### src/rtl/serial_shifter_pkg.sv
package serial_shifter_pkg;
  typedef enum logic [1:0] {
    ST_IDLE  = 2'd0,
    ST_START = 2'd1,
    ST_SHIFT = 2'd2
  } sr_state_e;
endpackage

### src/rtl/serial_shifter_seq.sv
module serial_shifter_seq
  import serial_shifter_pkg::*;
#(
  parameter int WIDTH     = 8,
  parameter int START_LAT = 2,
  parameter int BIT_CYC   = 2
) (
  input  logic clk,
  input  logic rst,
  input  logic wr_en,
  input  logic quirk_en,
  input  logic stall_en,
  output logic fire,
  output logic freeze,
  output logic load_new,
  output logic load_pend,
  output logic cap_pend,
  output logic busy,
  output logic done
);
  localparam int CYC_MAX = (START_LAT > BIT_CYC) ? START_LAT : BIT_CYC;
  localparam int CYC_W   = $clog2(CYC_MAX + 1);
  localparam int STEP_W  = $clog2(WIDTH + 2);

  sr_state_e         state_q, state_n;
  logic [CYC_W-1:0]  cyc_q, cyc_n;
  logic [STEP_W-1:0] step_q, step_n, last_step;
  logic              pend_q, pend_n, frz_q, frz_n, done_n;

  assign last_step = quirk_en ? STEP_W'(WIDTH + 1) : STEP_W'(WIDTH);
  assign freeze    = frz_q | (wr_en & stall_en & (state_q == ST_SHIFT));

  always_comb begin
    state_n   = state_q;
    cyc_n     = cyc_q;
    step_n    = step_q;
    pend_n    = pend_q;
    frz_n     = frz_q;
    done_n    = 1'b0;
    fire      = 1'b0;
    load_new  = 1'b0;
    load_pend = 1'b0;
    cap_pend  = 1'b0;
    case (state_q)
      ST_IDLE: begin
        if (wr_en) begin
          state_n  = ST_START;
          cyc_n    = '0;
          load_new = 1'b1;
        end
      end
      ST_START: begin
        if (wr_en) begin
          cyc_n    = '0;
          load_new = 1'b1;
        end else if (cyc_q == CYC_W'(START_LAT - 1)) begin
          state_n = ST_SHIFT;
          cyc_n   = '0;
          step_n  = STEP_W'(1);
          fire    = 1'b1;
        end else begin
          cyc_n = cyc_q + CYC_W'(1);
        end
      end
      ST_SHIFT: begin
        if (wr_en && !stall_en) begin
          state_n  = ST_START;
          cyc_n    = '0;
          load_new = 1'b1;
          pend_n   = 1'b0;
          frz_n    = 1'b0;
        end else begin
          if (wr_en) begin
            cap_pend = 1'b1;
            pend_n   = 1'b1;
            frz_n    = 1'b1;
          end
          if (cyc_q == CYC_W'(BIT_CYC - 1)) begin
            if (step_q == last_step) begin
              cyc_n  = '0;
              pend_n = 1'b0;
              frz_n  = 1'b0;
              if (wr_en) begin
                state_n  = ST_START;
                load_new = 1'b1;
                cap_pend = 1'b0;
              end else if (pend_q) begin
                state_n   = ST_START;
                load_pend = 1'b1;
              end else begin
                state_n = ST_IDLE;
                done_n  = 1'b1;
              end
            end else begin
              step_n = step_q + STEP_W'(1);
              cyc_n  = '0;
              fire   = 1'b1;
            end
          end else begin
            cyc_n = cyc_q + CYC_W'(1);
          end
        end
      end
      default: state_n = ST_IDLE;
    endcase
  end

  always_ff @(posedge clk) begin
    if (rst) begin
      state_q <= ST_IDLE;
      cyc_q   <= '0;
      step_q  <= '0;
      pend_q  <= 1'b0;
      frz_q   <= 1'b0;
      busy    <= 1'b0;
      done    <= 1'b0;
    end else begin
      state_q <= state_n;
      cyc_q   <= cyc_n;
      step_q  <= step_n;
      pend_q  <= pend_n;
      frz_q   <= frz_n;
      busy    <= (state_n != ST_IDLE);
      done    <= done_n;
    end
  end
endmodule

### src/rtl/serial_shifter_data.sv
module serial_shifter_data #(
  parameter int WIDTH = 8
) (
  input  logic             clk,
  input  logic             rst,
  input  logic [WIDTH-1:0] wr_data,
  input  logic             load_new,
  input  logic             load_pend,
  input  logic             cap_pend,
  input  logic             fire,
  input  logic             freeze,
  output logic             sout
);
  logic [WIDTH-1:0] shreg_q, pend_q;
  logic             step;

  assign step = fire & ~freeze;

  always_ff @(posedge clk) begin
    if (rst) begin
      shreg_q <= '0;
      pend_q  <= '0;
      sout    <= 1'b0;
    end else begin
      if (cap_pend)
        pend_q <= wr_data;
      if (load_new)
        shreg_q <= wr_data;
      else if (load_pend)
        shreg_q <= pend_q;
      else if (step)
        shreg_q <= {shreg_q[WIDTH-2:0], shreg_q[WIDTH-1]};
      if (step)
        sout <= shreg_q[WIDTH-1];
    end
  end
endmodule

### src/rtl/serial_shifter.sv
module serial_shifter #(
  parameter int WIDTH     = 8,
  parameter int START_LAT = 2,
  parameter int BIT_CYC   = 2
) (
  input  logic             clk,
  input  logic             rst,
  input  logic             wr_en,
  input  logic [WIDTH-1:0] wr_data,
  input  logic             quirk_en,
  input  logic             stall_en,
  output logic             sout,
  output logic             busy,
  output logic             done
);
  logic fire, freeze, load_new, load_pend, cap_pend;

  serial_shifter_seq #(
    .WIDTH(WIDTH), .START_LAT(START_LAT), .BIT_CYC(BIT_CYC)
  ) seq_i (
    .clk(clk), .rst(rst), .wr_en(wr_en), .quirk_en(quirk_en),
    .stall_en(stall_en), .fire(fire), .freeze(freeze),
    .load_new(load_new), .load_pend(load_pend), .cap_pend(cap_pend),
    .busy(busy), .done(done)
  );

  serial_shifter_data #(
    .WIDTH(WIDTH)
  ) data_i (
    .clk(clk), .rst(rst), .wr_data(wr_data), .load_new(load_new),
    .load_pend(load_pend), .cap_pend(cap_pend), .fire(fire),
    .freeze(freeze), .sout(sout)
  );
endmodule

### config.mk
export PLATFORM = sky130hd
export DESIGN_NAME = serial_shifter
export DESIGN_NICKNAME = d
export VERILOG_FILES = /design/src/rtl/serial_shifter_pkg.sv /design/src/rtl/serial_shifter_seq.sv /design/src/rtl/serial_shifter_data.sv /design/src/rtl/serial_shifter.sv
export SDC_FILE = /design/constraint.sdc
export NUM_CORES = 1
export LEC_CHECK = 0
export BUFFER_PORTS_ARGS = -buffer_cell sky130_fd_sc_hd__buf_2
export CELL_PAD_IN_SITES_DETAIL_PLACEMENT = 0
export CELL_PAD_IN_SITES_GLOBAL_PLACEMENT = 1
export CORE_AREA = 3 3 72 54
export DETAILED_ROUTE_END_ITERATION = 7
export DIE_AREA = 0 0 75 57
export HOLD_SLACK_MARGIN = 0.06
export PLACE_DENSITY = 0.83
export SETUP_SLACK_MARGIN = 0.3
export SLEW_MARGIN = 5
export SYNTH_ARGS = -nofsm -noshare
export SYNTH_HDL_FRONTEND = slang
export SYNTH_SLANG_ARGS = --single-unit
### constraint.sdc
create_clock -name clk -period 5.5 [get_ports clk]
set_input_delay 1.1 -clock clk [delete_from_list [all_inputs] [get_ports clk]]
set_output_delay 1.1 -clock clk [all_outputs]
set_load 0.05 [all_outputs]
=== After elaboration in Yosys (flattened, before gate mapping) ===
Index checks and enable logic that the tools add are counted.

* Equal/unequal tests: 10
* Muxes and demuxes: 55
* Bitwise logic cells: 8
* Add/subtract/negate cells: 2
* Reductions and logical operators: 11

{| class="wikitable"
|+ Operators by type and width
! cell !! number
|-
| two-way mux 1 bit || 31
|-
| two-way mux 8 bit || 3
|-
| two-way mux 2 bit || 11
|-
| two-way mux 4 bit || 5
|-
| one-hot mux 2 bit (3 select lines) || 2
|-
| != test 2 bit (second input constant) || 5
|-
| one-hot mux 4 bit (2 select lines) || 1
|-
| AND reduction 6 bit || 1
|-
| nonzero test 3 bit || 2
|-
| OR reduction 6 bit || 1
|-
| adder 4 x 1 -> 4 bit (second input constant) || 1
|-
| == test 2 x 1 -> 1 bit (second input constant) || 2
|-
| == test 4 bit || 1
|-
| NOT 1 bit || 4
|-
| one-hot mux 1 bit (2 select lines) || 2
|-
| nonzero test 2 bit || 2
|-
| bitwise AND 1 bit || 3
|-
| adder 2 x 1 -> 2 bit (second input constant) || 1
|-
| == test 2 bit (second input constant) || 1
|-
| logical NOT 2 bit || 1
|-
| != test 2 x 1 -> 1 bit (second input constant) || 1
|-
| AND reduction 2 bit || 1
|-
| OR reduction 2 bit || 1
|-
| logical AND 1 bit || 1
|-
| 2 further kinds || 2
|}

* Flip-flop bits (word level): 29
* Output and inout bits: 3

=== Longest topological paths before layout ===
Gate-level depths: netlist of run 1.

* Depth in word-level cells: 10
* Mapped depth: 9
* Mapped depth without buffers: 7

=== By module ===
From an unflattened synthesis of run 1, not the netlist that was laid out.

* Cell total of the unflattened synthesis: 181
* Area, all modules: 1595.3 um^2

{| class="wikitable"
|+ Modules (own cells, without submodules)
! module !! area an instance (um^2) !! seq. area each (um^2) !! times used !! cells an instance
|-
| serial_shifter_data || 830.8 || 340.3 || 1 || 85
|-
| serial_shifter_seq || 764.5 || 240.2 || 1 || 96
|}

=== Worst setup path before layout of run 1 ===
Ideal clock, no wire load.

* Kind: input-to-reg
* From: in wr_en
* To: reg data_i.shreg_q[0]
* Library setup time: 122 ps
* Cell stages on the path: 5
* Path slack: 3211 ps
* Buffers on the path: 0
* Arrival time: 2168 ps
* Required time: 5378 ps
* Cells stage by stage: nor3b_2 -> and3b_2 -> o21a_2 -> nor3_4 -> a221o_1

* Word-level cells in the longest chain between the ends: 7

{| class="wikitable"
|+ RTL lines
! item !! line !! source
|-
| start, declared || serial_shifter.sv:8 || <nowiki>input logic wr_en,</nowiki>
|-
| two-way mux 1 bit || serial_shifter_seq.sv:83 || <nowiki>if (wr_en) begin</nowiki>
|-
| two-way mux 1 bit || serial_shifter_seq.sv:79 || <nowiki>if (step_q == last_step) begin</nowiki>
|-
| two-way mux 1 bit || serial_shifter_seq.sv:78 || <nowiki>if (cyc_q == CYC_W'(BIT_CYC - 1)) begin</nowiki>
|-
| two-way mux 1 bit || serial_shifter_seq.sv:66 || <nowiki>if (wr_en && !stall_en) begin</nowiki>
|-
| two-way mux 1 bit || serial_shifter_seq.sv:44 || <nowiki>case (state_q)</nowiki>
|-
| two-way mux 8 bit || serial_shifter_data.sv:29 || <nowiki>else if (load_pend)</nowiki>
|-
| two-way mux 8 bit || serial_shifter_data.sv:27 || <nowiki>if (load_new)</nowiki>
|-
| end signal, assigned || serial_shifter_data.sv:28 || <nowiki>shreg_q <= wr_data;</nowiki>
|-
| end signal, assigned || serial_shifter_data.sv:30 || <nowiki>shreg_q <= pend_q;</nowiki>
|-
| end signal, assigned || serial_shifter_data.sv:32 || <nowiki>shreg_q <= {shreg_q[WIDTH-2:0], shreg_q[WIDTH-1]};</nowiki>
|-
| end, declared || serial_shifter_data.sv:14 || <nowiki>logic [WIDTH-1:0] shreg_q, pend_q;</nowiki>
|}

Parallel ways exist; a longest one is shown, timed or not.
A chain may end at the register's enable or synchronous reset.

=== Worst setup path in the final report of run 1 ===
* From: in quirk_en
* To: reg data_i.shreg_q[1]

* Word-level cells in the longest chain between the ends: 8

{| class="wikitable"
|+ RTL lines
! item !! line !! source
|-
| start, declared || serial_shifter.sv:10 || <nowiki>input logic quirk_en,</nowiki>
|-
| two-way mux 1 bit (*) || serial_shifter_seq.sv:30 || <nowiki>assign last_step = quirk_en ? STEP_W'(WIDTH + 1) : STEP_W'(WIDTH);</nowiki>
|-
| == test 4 bit (*) || serial_shifter_seq.sv:79 ||
|-
| two-way mux 1 bit || serial_shifter_seq.sv:79 ||
|-
| two-way mux 1 bit || serial_shifter_seq.sv:78 ||
|-
| two-way mux 1 bit || serial_shifter_seq.sv:66 ||
|-
| one-hot mux 1 bit (2 select lines) or two-way mux 1 bit (tied branches) || serial_shifter_seq.sv:44 ||
|-
| bitwise AND 1 bit or two-way mux 8 bit (tied branches) || serial_shifter_data.sv:17, serial_shifter_data.sv:29 ||
|-
| nonzero test 3 bit (no line) or two-way mux 8 bit (tied branches) || - ||
|}

Every way passes the cells marked *; elsewhere a longest branch is shown, timed or not.

==> results of run 1 <==
-- through the flow --
step	worst slack (ps)	hold slack, ps
finish	3110	462
global route	2990	488
CTS	3130	463
detailed placement	2830	453
global placement	2850	438
floorplan	3210	429
-- worst reg2reg max path: cells and delay by family, from the launching register on --
family	cells	cell delay, ps
AOI/OAI and AO/OA	2	640
adders and majority gates	1	340
buffers and inverters	1	90
DFF	1	430
and+or+nand+nor	3	660
-- sequential cells by signal, summed over array words and instances, names as in the netlist --
signal	cells
seq_i.frz_q	1
seq_i.step_q	4
seq_i.pend_q	1
data_i.sout	1
seq_i.done	1
data_i.pend_q	8
data_i.shreg_q	8
seq_i.cyc_q	2
seq_i.busy	1
seq_i.state_q	2
-- cell usage in the layout, fill, tap and decap left out, types with 2 or more instances in the layout --
| cell type | count |
|---|---|
| mux2i_1 | 18 |
| and4b_1 | 2 |
| o21ai_0 | 5 |
| o311ai_0 | 2 |
| nand2_1 | 8 |
| and2_1 | 2 |
| a21oi_1 | 9 |
| o211ai_1 | 4 |
| nand3_1 | 3 |
| clkbuf_8 | 6 |
| o21a_1 | 2 |
| ha_1 | 5 |
| nor2b_1 | 2 |
| nor2_1 | 23 |
| inv_1 | 7 |
| a221o_1 | 6 |
| buf_2 | 15 |
| and3_1 | 2 |
| nand2b_1 | 6 |
| nor3_1 | 6 |
| xor2_1 | 2 |
| dfxtp_1 | 29 |
-- worst paths after layout --
kind / from / endpoint / slack [ps]
max: quirk_en / data_i.shreg_q[1]$_SDFFE_PP0P_ / 3110
min: data_i.pend_q[6]$_SDFFE_PP0P_ / data_i.shreg_q[6]$_SDFFE_PP0P_ / 460
max reg2reg: seq_i.state_q[0]$_SDFF_PP0_ / data_i.shreg_q[1]$_SDFFE_PP0P_ / 3240
min reg2reg: data_i.pend_q[6]$_SDFFE_PP0P_ / data_i.shreg_q[6]$_SDFFE_PP0P_ / 460
-- cells by family (layout without fill, tap and decap cells) --
group                    count (synthesis)  after routing
multiplexers                            18             18
XOR/XNOR                                 3              3
adder cells (fa/ha/maj)                  5              5
AO/OA/AOI/OAI                           37             37
buffers and inverters                   13             29
AND/OR/NAND/NOR                         62             62
flip-flops                              29             29
-- final cells by class --
type                            count  area (sq um)
Tap cell                           38          47.5
Timing Repair Buffer               15          75.1
Inverter                            7          26.3
Multi-Input combinational cell    125           907
Clock buffer                        7          86.3
Fill cell                         302          1450
Sequential cell                    29           581
-- per-layer routing --
metal | up-vias | routed length [um]
met5 | - | 0
met4 | 0 | 47
met1 | 584 | 1730
li1 | 635 | -
met3 | 6 | 239
met2 | 48 | 1380
-- report_power, final --
part	switching [uW]	total (uW)	internal (uW)
clock	76.6	176	99.0
sequential	4.00	220	216
combinational	26.6	43.3	16.7
==> results by group, run 1 <==
Synthesis
  • Asr flop ratio synth: 0%
  • Cell Area, Synth: 1550 sq um
  • Most used flip-flop cell after synthesis: dfxtp_1
  • Yosys reg bits: 29
  • Synthesized-area fraction occupied by adder cells: 4.04%
  • Syn_nets: 185
  • Synth Instances: 167
  • Mux contribution to synthesized area: 11.6%
  • Syn_area_per_cell: 9.28 sq um
  • Synth Area in Compound Gates: 17.9%
  • Top cells by area, synth: dfxtp_1 (37%), mux2i_1 (12%), nor2_1 (5.6%)
  • Largest family of logic cells by synthesized area: simple AND/OR/NAND/NOR gates
  • Synth warn: 0
  • Top cells by count, synth: dfxtp_1 (29), nor2_1 (23), mux2i_1 (18)
  • Yosys cell types: 42
  • Top-count cell post-synth: dfxtp_1
  • Xor and xnor area share after synthesis: 2.18%
  • Post-synthesis simple-gate area fraction: 22.8%
  • Top cell type's share of synthesized area: 37.4%
  • Leading area contributor after synthesis: dfxtp_1
  • Register area share after synthesis: 37.4%
  • Number of synthesized flops with an enable pin: 0

Timing
  • Max-slew headroom: 66.0%
  • Final setup viols: 0
  • Max Freq: 419 MHz
  • TNS Setup: 0 ps
  • Worst Tran Pin Value: 510 ps
  • Clock period minus worst slack: 2390 ps
  • Final Max Slew Viols: 0
  • Unrepaired setup endpoints after global routing: false
  • Fin. Hold Viols: 0
  • Clk_skew: 4.81 ps
  • Final worst path period share: 43.4%

Route
  • Pre-Repair DR Iteration Count: 4
  • WL per Instance: 15.3 um
  • DRC: 0
  • Via count: 1273
  • Vias per cell: 5.76
  • Final wirelength: 3.39 mm
  • ANT nets after route: 0
  • DRT iter0 DRCs: 63

Clock network
  • Worst-Skew Late Latency: 280 ps
  • Root Driver: clkbuf_8
  • Cts-stage hold buffer count: 0
  • Post-CTS Resized: 0
  • Clock buffer depth: 2
  • Setup Fix Bufs, Post-CTS: 0
  • CTS clk-pin slew, worst paths: 60 ps
  • CTS buffer count: 5
  • CTS Sinks: 29
  • CTS H-tree depth: 2
  • CTS tree: built

Worst hold path
  • Number of cells on the worst hold path: 2
  • Hold Crit Class: flip-flop to flip-flop

Layout
  • Area growth from synthesis to layout: 11.1%
  • Fin cells: 221
  • Share of layout cells above drive strength 1: 16.4%
  • Diode count: 0
  • Post-route cell area: 1720 sq um
  • Layout Utilization: 54.4%
  • Final-stage net count: 201

Power
  • Pwr Total: 439 uW
  • VDD IR max: 0.000133 V
  • Leak Pwr: 0.000724 uW
  • Power Density: 255 nW/um^2

Setup path
  • Reg2Reg Depth: 7
  • CP delay by family, top: simple AND/OR/NAND/NOR gates
  • Setup Crit Path Kind: input pin to flip-flop
  • Worst path max stage delay: 360 ps
  • CP Buf/Inv Count: 1
  • Slowest-stage cell, CP: nand3_1
  • Levels on crit path: 6
  • Worst-path fanout max: 7
  • Req. time, crit path: 5660 ps
  • Crit path cell chain: buf_2 -> xnor2_2 -> nand4b_1 -> nand3_1 -> nor3_4 -> a221o_1
  • WP data arrival: 2550 ps
  • Critical Path Start Type: input pin
  • CP endpoint kind: flip-flop

Placement
  • Routability congestion estimate: 0.884
  • PortBufs: 15
  • Placed Area: 1640 sq um
  • # placed instances: 214
  • HPWL after DPL: 2.54 mm

Floorplan
  • Initial Utilization: 48.9%
  • Die width: 75 um
  • # rows: 17
  • Core area: 3170 sq um
  • Full die area: 4280 sq um
  • # IOs: 16
  • DIE HEIGHT: 57 um

Global routing
  • First-pass GRT wire length: 5.82 mm
  • Most used routing layer: met1
  • Gr ovfl total: 0
  • Gr usage total: 17.9%
  • Vias in the first global route: 1219
  • Met3 Usage GRT: 5.63%
  • Initial antenna violation count: 0
  • Met2 Usage GRT: 23.1%
  • Met1 usage: 26.8%
  • Largest net degree at the start of global routing: 17

Run
  • Max_cap viols: 0

Run status
  • Status: finished clean
(Power assumes the default switching activity.)
==> run 2, diff against run 1 <==
--- a/config.mk
+++ b/config.mk
@@ -5,14 +5,15 @@
 export SDC_FILE = /design/constraint.sdc
 export NUM_CORES = 1
 export LEC_CHECK = 0
+export ABC_AREA = 1
 export BUFFER_PORTS_ARGS = -buffer_cell sky130_fd_sc_hd__buf_2
 export CELL_PAD_IN_SITES_DETAIL_PLACEMENT = 0
 export CELL_PAD_IN_SITES_GLOBAL_PLACEMENT = 1
-export CORE_AREA = 3 3 72 54
+export CORE_AREA = 3 3 86 63
 export DETAILED_ROUTE_END_ITERATION = 7
-export DIE_AREA = 0 0 75 57
+export DIE_AREA = 0 0 89 66
 export HOLD_SLACK_MARGIN = 0.06
-export PLACE_DENSITY = 0.83
+export PLACE_DENSITY = 0.74
 export SETUP_SLACK_MARGIN = 0.3
 export SLEW_MARGIN = 5
 export SYNTH_ARGS = -nofsm -noshare
==> constraint.sdc (replaced) <==
create_clock -name clk -period 2 [get_ports clk]
set_input_delay 0.4 -clock clk [delete_from_list [all_inputs] [get_ports clk]]
set_output_delay 0.4 -clock clk [all_outputs]
set_load 0.05 [all_outputs]
==> run 2 against run 1 <==
Compared with the run above:
- non-clock buffer count up 13
- synthesized cell count increased by 56%
- count of clock-buffer cells in the layout is 1 higher
- utilization is 9.5 points lower
- clock skew rose by 0.54 ps
- sequential cell count is the same
- register-to-register slack lost 2800 ps
- largest power group unchanged
- largest cell class unchanged
- global-route usage shrank 1.6 points
- highest routed layer is now met3
- critical path type is now flip-flop to flip-flop
- critical endpoint is now data_i.shreg_q[4]$_SDFFE_PP0P_
- combinational power grew to 5.7 times the previous value
- sequential share of layout area down 5.7 points
- sequential power rose to 2.8 times the previous value
- area after synthesis rose by 10%
==> results by group, run 2 <==
Synthesis
  • Number of synthesized flops with an enable pin: 0
  • Yosys cell types: 28
  • Synth Instances: 260
  • Top cell type's share of synthesized area: 34.0%
  • Top cells by area, synth: dfxtp_1 (34%), nand2_1 (14%), nor2_1 (8.8%)
  • Most used flip-flop cell after synthesis: dfxtp_1
  • Leading area contributor after synthesis: dfxtp_1
  • Yosys reg bits: 29
  • Asr flop ratio synth: 0%
  • Top-count cell post-synth: nand2_1
  • Syn_nets: 278
  • Cell Area, Synth: 1710 sq um
  • Syn_area_per_cell: 6.57 sq um
  • Top cells by count, synth: nand2_1 (64), nor2_1 (40), inv_1 (34)
  • Register area share after synthesis: 34.0%
  • Synth warn: 0

Floorplan
  • Die width: 89 um
  • Full die area: 5870 sq um
  • Core area: 4700 sq um
  • DIE HEIGHT: 66 um
  • # IOs: 16
  • Initial Utilization: 36.3%
  • # rows: 21

Route
  • Top Layer Used: met3
  • Routed wl met3: 270 um
  • DRC: 0
  • Routed wl met2: 1.87 mm
  • WL per Instance: 12.8 um
  • ANT nets after route: 0
  • Via count: 1685
  • M1 wire length: 2.33 mm
  • Pre-Repair DR Iteration Count: 4
  • Final wirelength: 4.47 mm
  • DRT iter0 DRCs: 91
  • Vias per cell: 4.84

Timing
  • Clk_skew: 5.35 ps
  • TNS Setup: 0 ps
  • Worst Tran Pin Value: 271 ps
  • Clock period minus worst slack: 1590 ps
  • Max-slew headroom: 81.7%
  • Max Freq: 628 MHz
  • Final setup viols: 0
  • Final Max Slew Viols: 0
  • Unrepaired setup endpoints after global routing: false
  • Fin. Hold Viols: 0
  • Final worst path period share: 79.6%

Run
  • Max_cap viols: 0

Global routing
  • Initial antenna violation count: 0
  • Vias in the first global route: 1527
  • Gr usage total: 16.2%
  • Gr ovfl total: 0
  • First-pass GRT wire length: 7.38 mm
  • Largest net degree at the start of global routing: 19

Layout
  • Diode count: 0
  • Most frequent cells in the layout: nand2_1 (62), nor2_1 (38), inv_1 (29)
  • Share of layout cells above drive strength 1: 24.4%
  • Filler Cell Count: 491
  • Leading cell type in the layout, fill and taps excluded: nand2_1
  • Reg area: 589 sq um
  • Multi-input gate area: 1050 sq um
  • Layout Utilization: 44.8%
  • Area growth from synthesis to layout: 23.4%
  • Final-stage net count: 308
  • Top flop regs: data_i.pend_q x8, data_i.shreg_q x8, seq_i.step_q x4

Setup path
  • CP endpoint kind: flip-flop
  • Critical Path Start Type: flip-flop
  • Slowest-stage cell, CP: dfxtp_4
  • WP data arrival: 1770 ps
  • Worst path max stage delay: 370 ps
  • CP delay by family, top: simple AND/OR/NAND/NOR gates
  • Crit path cell chain: inv_2 -> ha_4 -> inv_2 -> nand2_1 -> a21oi_2 -> nand2_4 -> buf_4 -> nand3_1 -> nand2_1 -> nor2_1 -> nor2_1
  • CP Buf/Inv Count: 3
  • Worst-path fanout max: 8
  • Req. time, crit path: 2180 ps
  • Setup Crit Path Kind: flip-flop to flip-flop

Worst hold path
  • Hold Crit Class: input pin to flip-flop

Clock network
  • CTS tree: built
  • CTS buffer count: 5
  • CTS Sinks: 29
  • CTS clk-pin slew, worst paths: 60 ps
  • Worst-Skew Late Latency: 280 ps
  • CTS H-tree depth: 2
  • Root Driver: clkbuf_8
  • Clock buffer depth: 2

Power
  • Leak Pwr: 0.00100 uW
  • Power Density: 630 nW/um^2
  • VDD IR max: 0.000255 V

Placement
  • PortBufs: 15
  • Routability congestion estimate: 0.858
  • HPWL after DPL: 3.23 mm

Run status
  • Status: finished clean
run 2: layout make-up:
cell class | count | area share, %
repair buffers | 28 | 8.19
flip-flops and latches | 29 | 28.0
inverters | 38 | 6.88
well taps | 57 | 3.38
clock buffers | 8 | 3.80
multi-input cells | 188 | 49.8
run 2: worst paths after layout:
check / from / end / cells past startpoint / slack, ps
hold / removal: wr_data[6] / data_i.pend_q[6]$_SDFFE_PP0P_ / 3 / 390
setup reg to reg: seq_i.state_q[1]$_SDFF_PP0_ / data_i.shreg_q[4]$_SDFFE_PP0P_ / 11 / 410
setup / recovery: seq_i.state_q[1]$_SDFF_PP0_ / data_i.shreg_q[4]$_SDFFE_PP0P_ / 11 / 410
hold reg to reg: data_i.sout$_SDFFE_PP0P_ / data_i.sout$_SDFFE_PP0P_ / 2 / 470
run 2: routing by layer:
metal | global-route usage, % | up-vias
li1 | - | 885
met1 | 25.0 | 755
met2 | 21.7 | 45
met3 | 4.86 | 0
met4 | 3.72 | 0
met5 | 0 | -
run 2: cell families after synthesis:
kind of cell	Yosys count	synth area share, %
and+or+nand+nor	154	42.0
xor gates and xnor gates	2	1.03
adders and majority gates	5	3.66
buffers and inverters	43	10.4
AOI/OAI and AO/OA	27	8.93
DFF	29	34.0
run 2: worst reg2reg max path, cell delays in order (launching register included):
cell and delay [ps]:
dfxtp_4 370, inv_2 70, ha_4 170, inv_2 70, nand2_1 70, a21oi_2 190
nand2_4 90, buf_4 180, nand3_1 70, nand2_1 80, nor2_1 90, nor2_1 40
run 2: per-stage QoR:
stage               setup WS, ps  power [uW]  cell area [sq um]  instances  hold WS, ps
floorplan                    365         786               1710        260          454
global placement            98.1         839               1860        332          463
detailed placement          41.1         839               1860        332          461
CTS                          320        1310               2000        341          377
global route                 264        1410               2110        348          387
finish                       409        1330               2110        348          386
run 2: power by group:
| part | switching [uW] | leakage, uW | total, uW | internal, uW |
|---|---|---|---|---|
| clock network | 214 | 0.0000395 | 460 | 247 |
| registers | 18.7 | 0.000238 | 620 | 601 |
| logic | 148 | 0.000724 | 248 | 100 |
run 2: what timing repair did:
action | CTS | global route
endpoints found under the setup margin | 11 | 12
pin swaps | 4 | 10
hold buffers | 0 | 0
resized for setup | 13 | 18
buffers inserted | 1 | 7
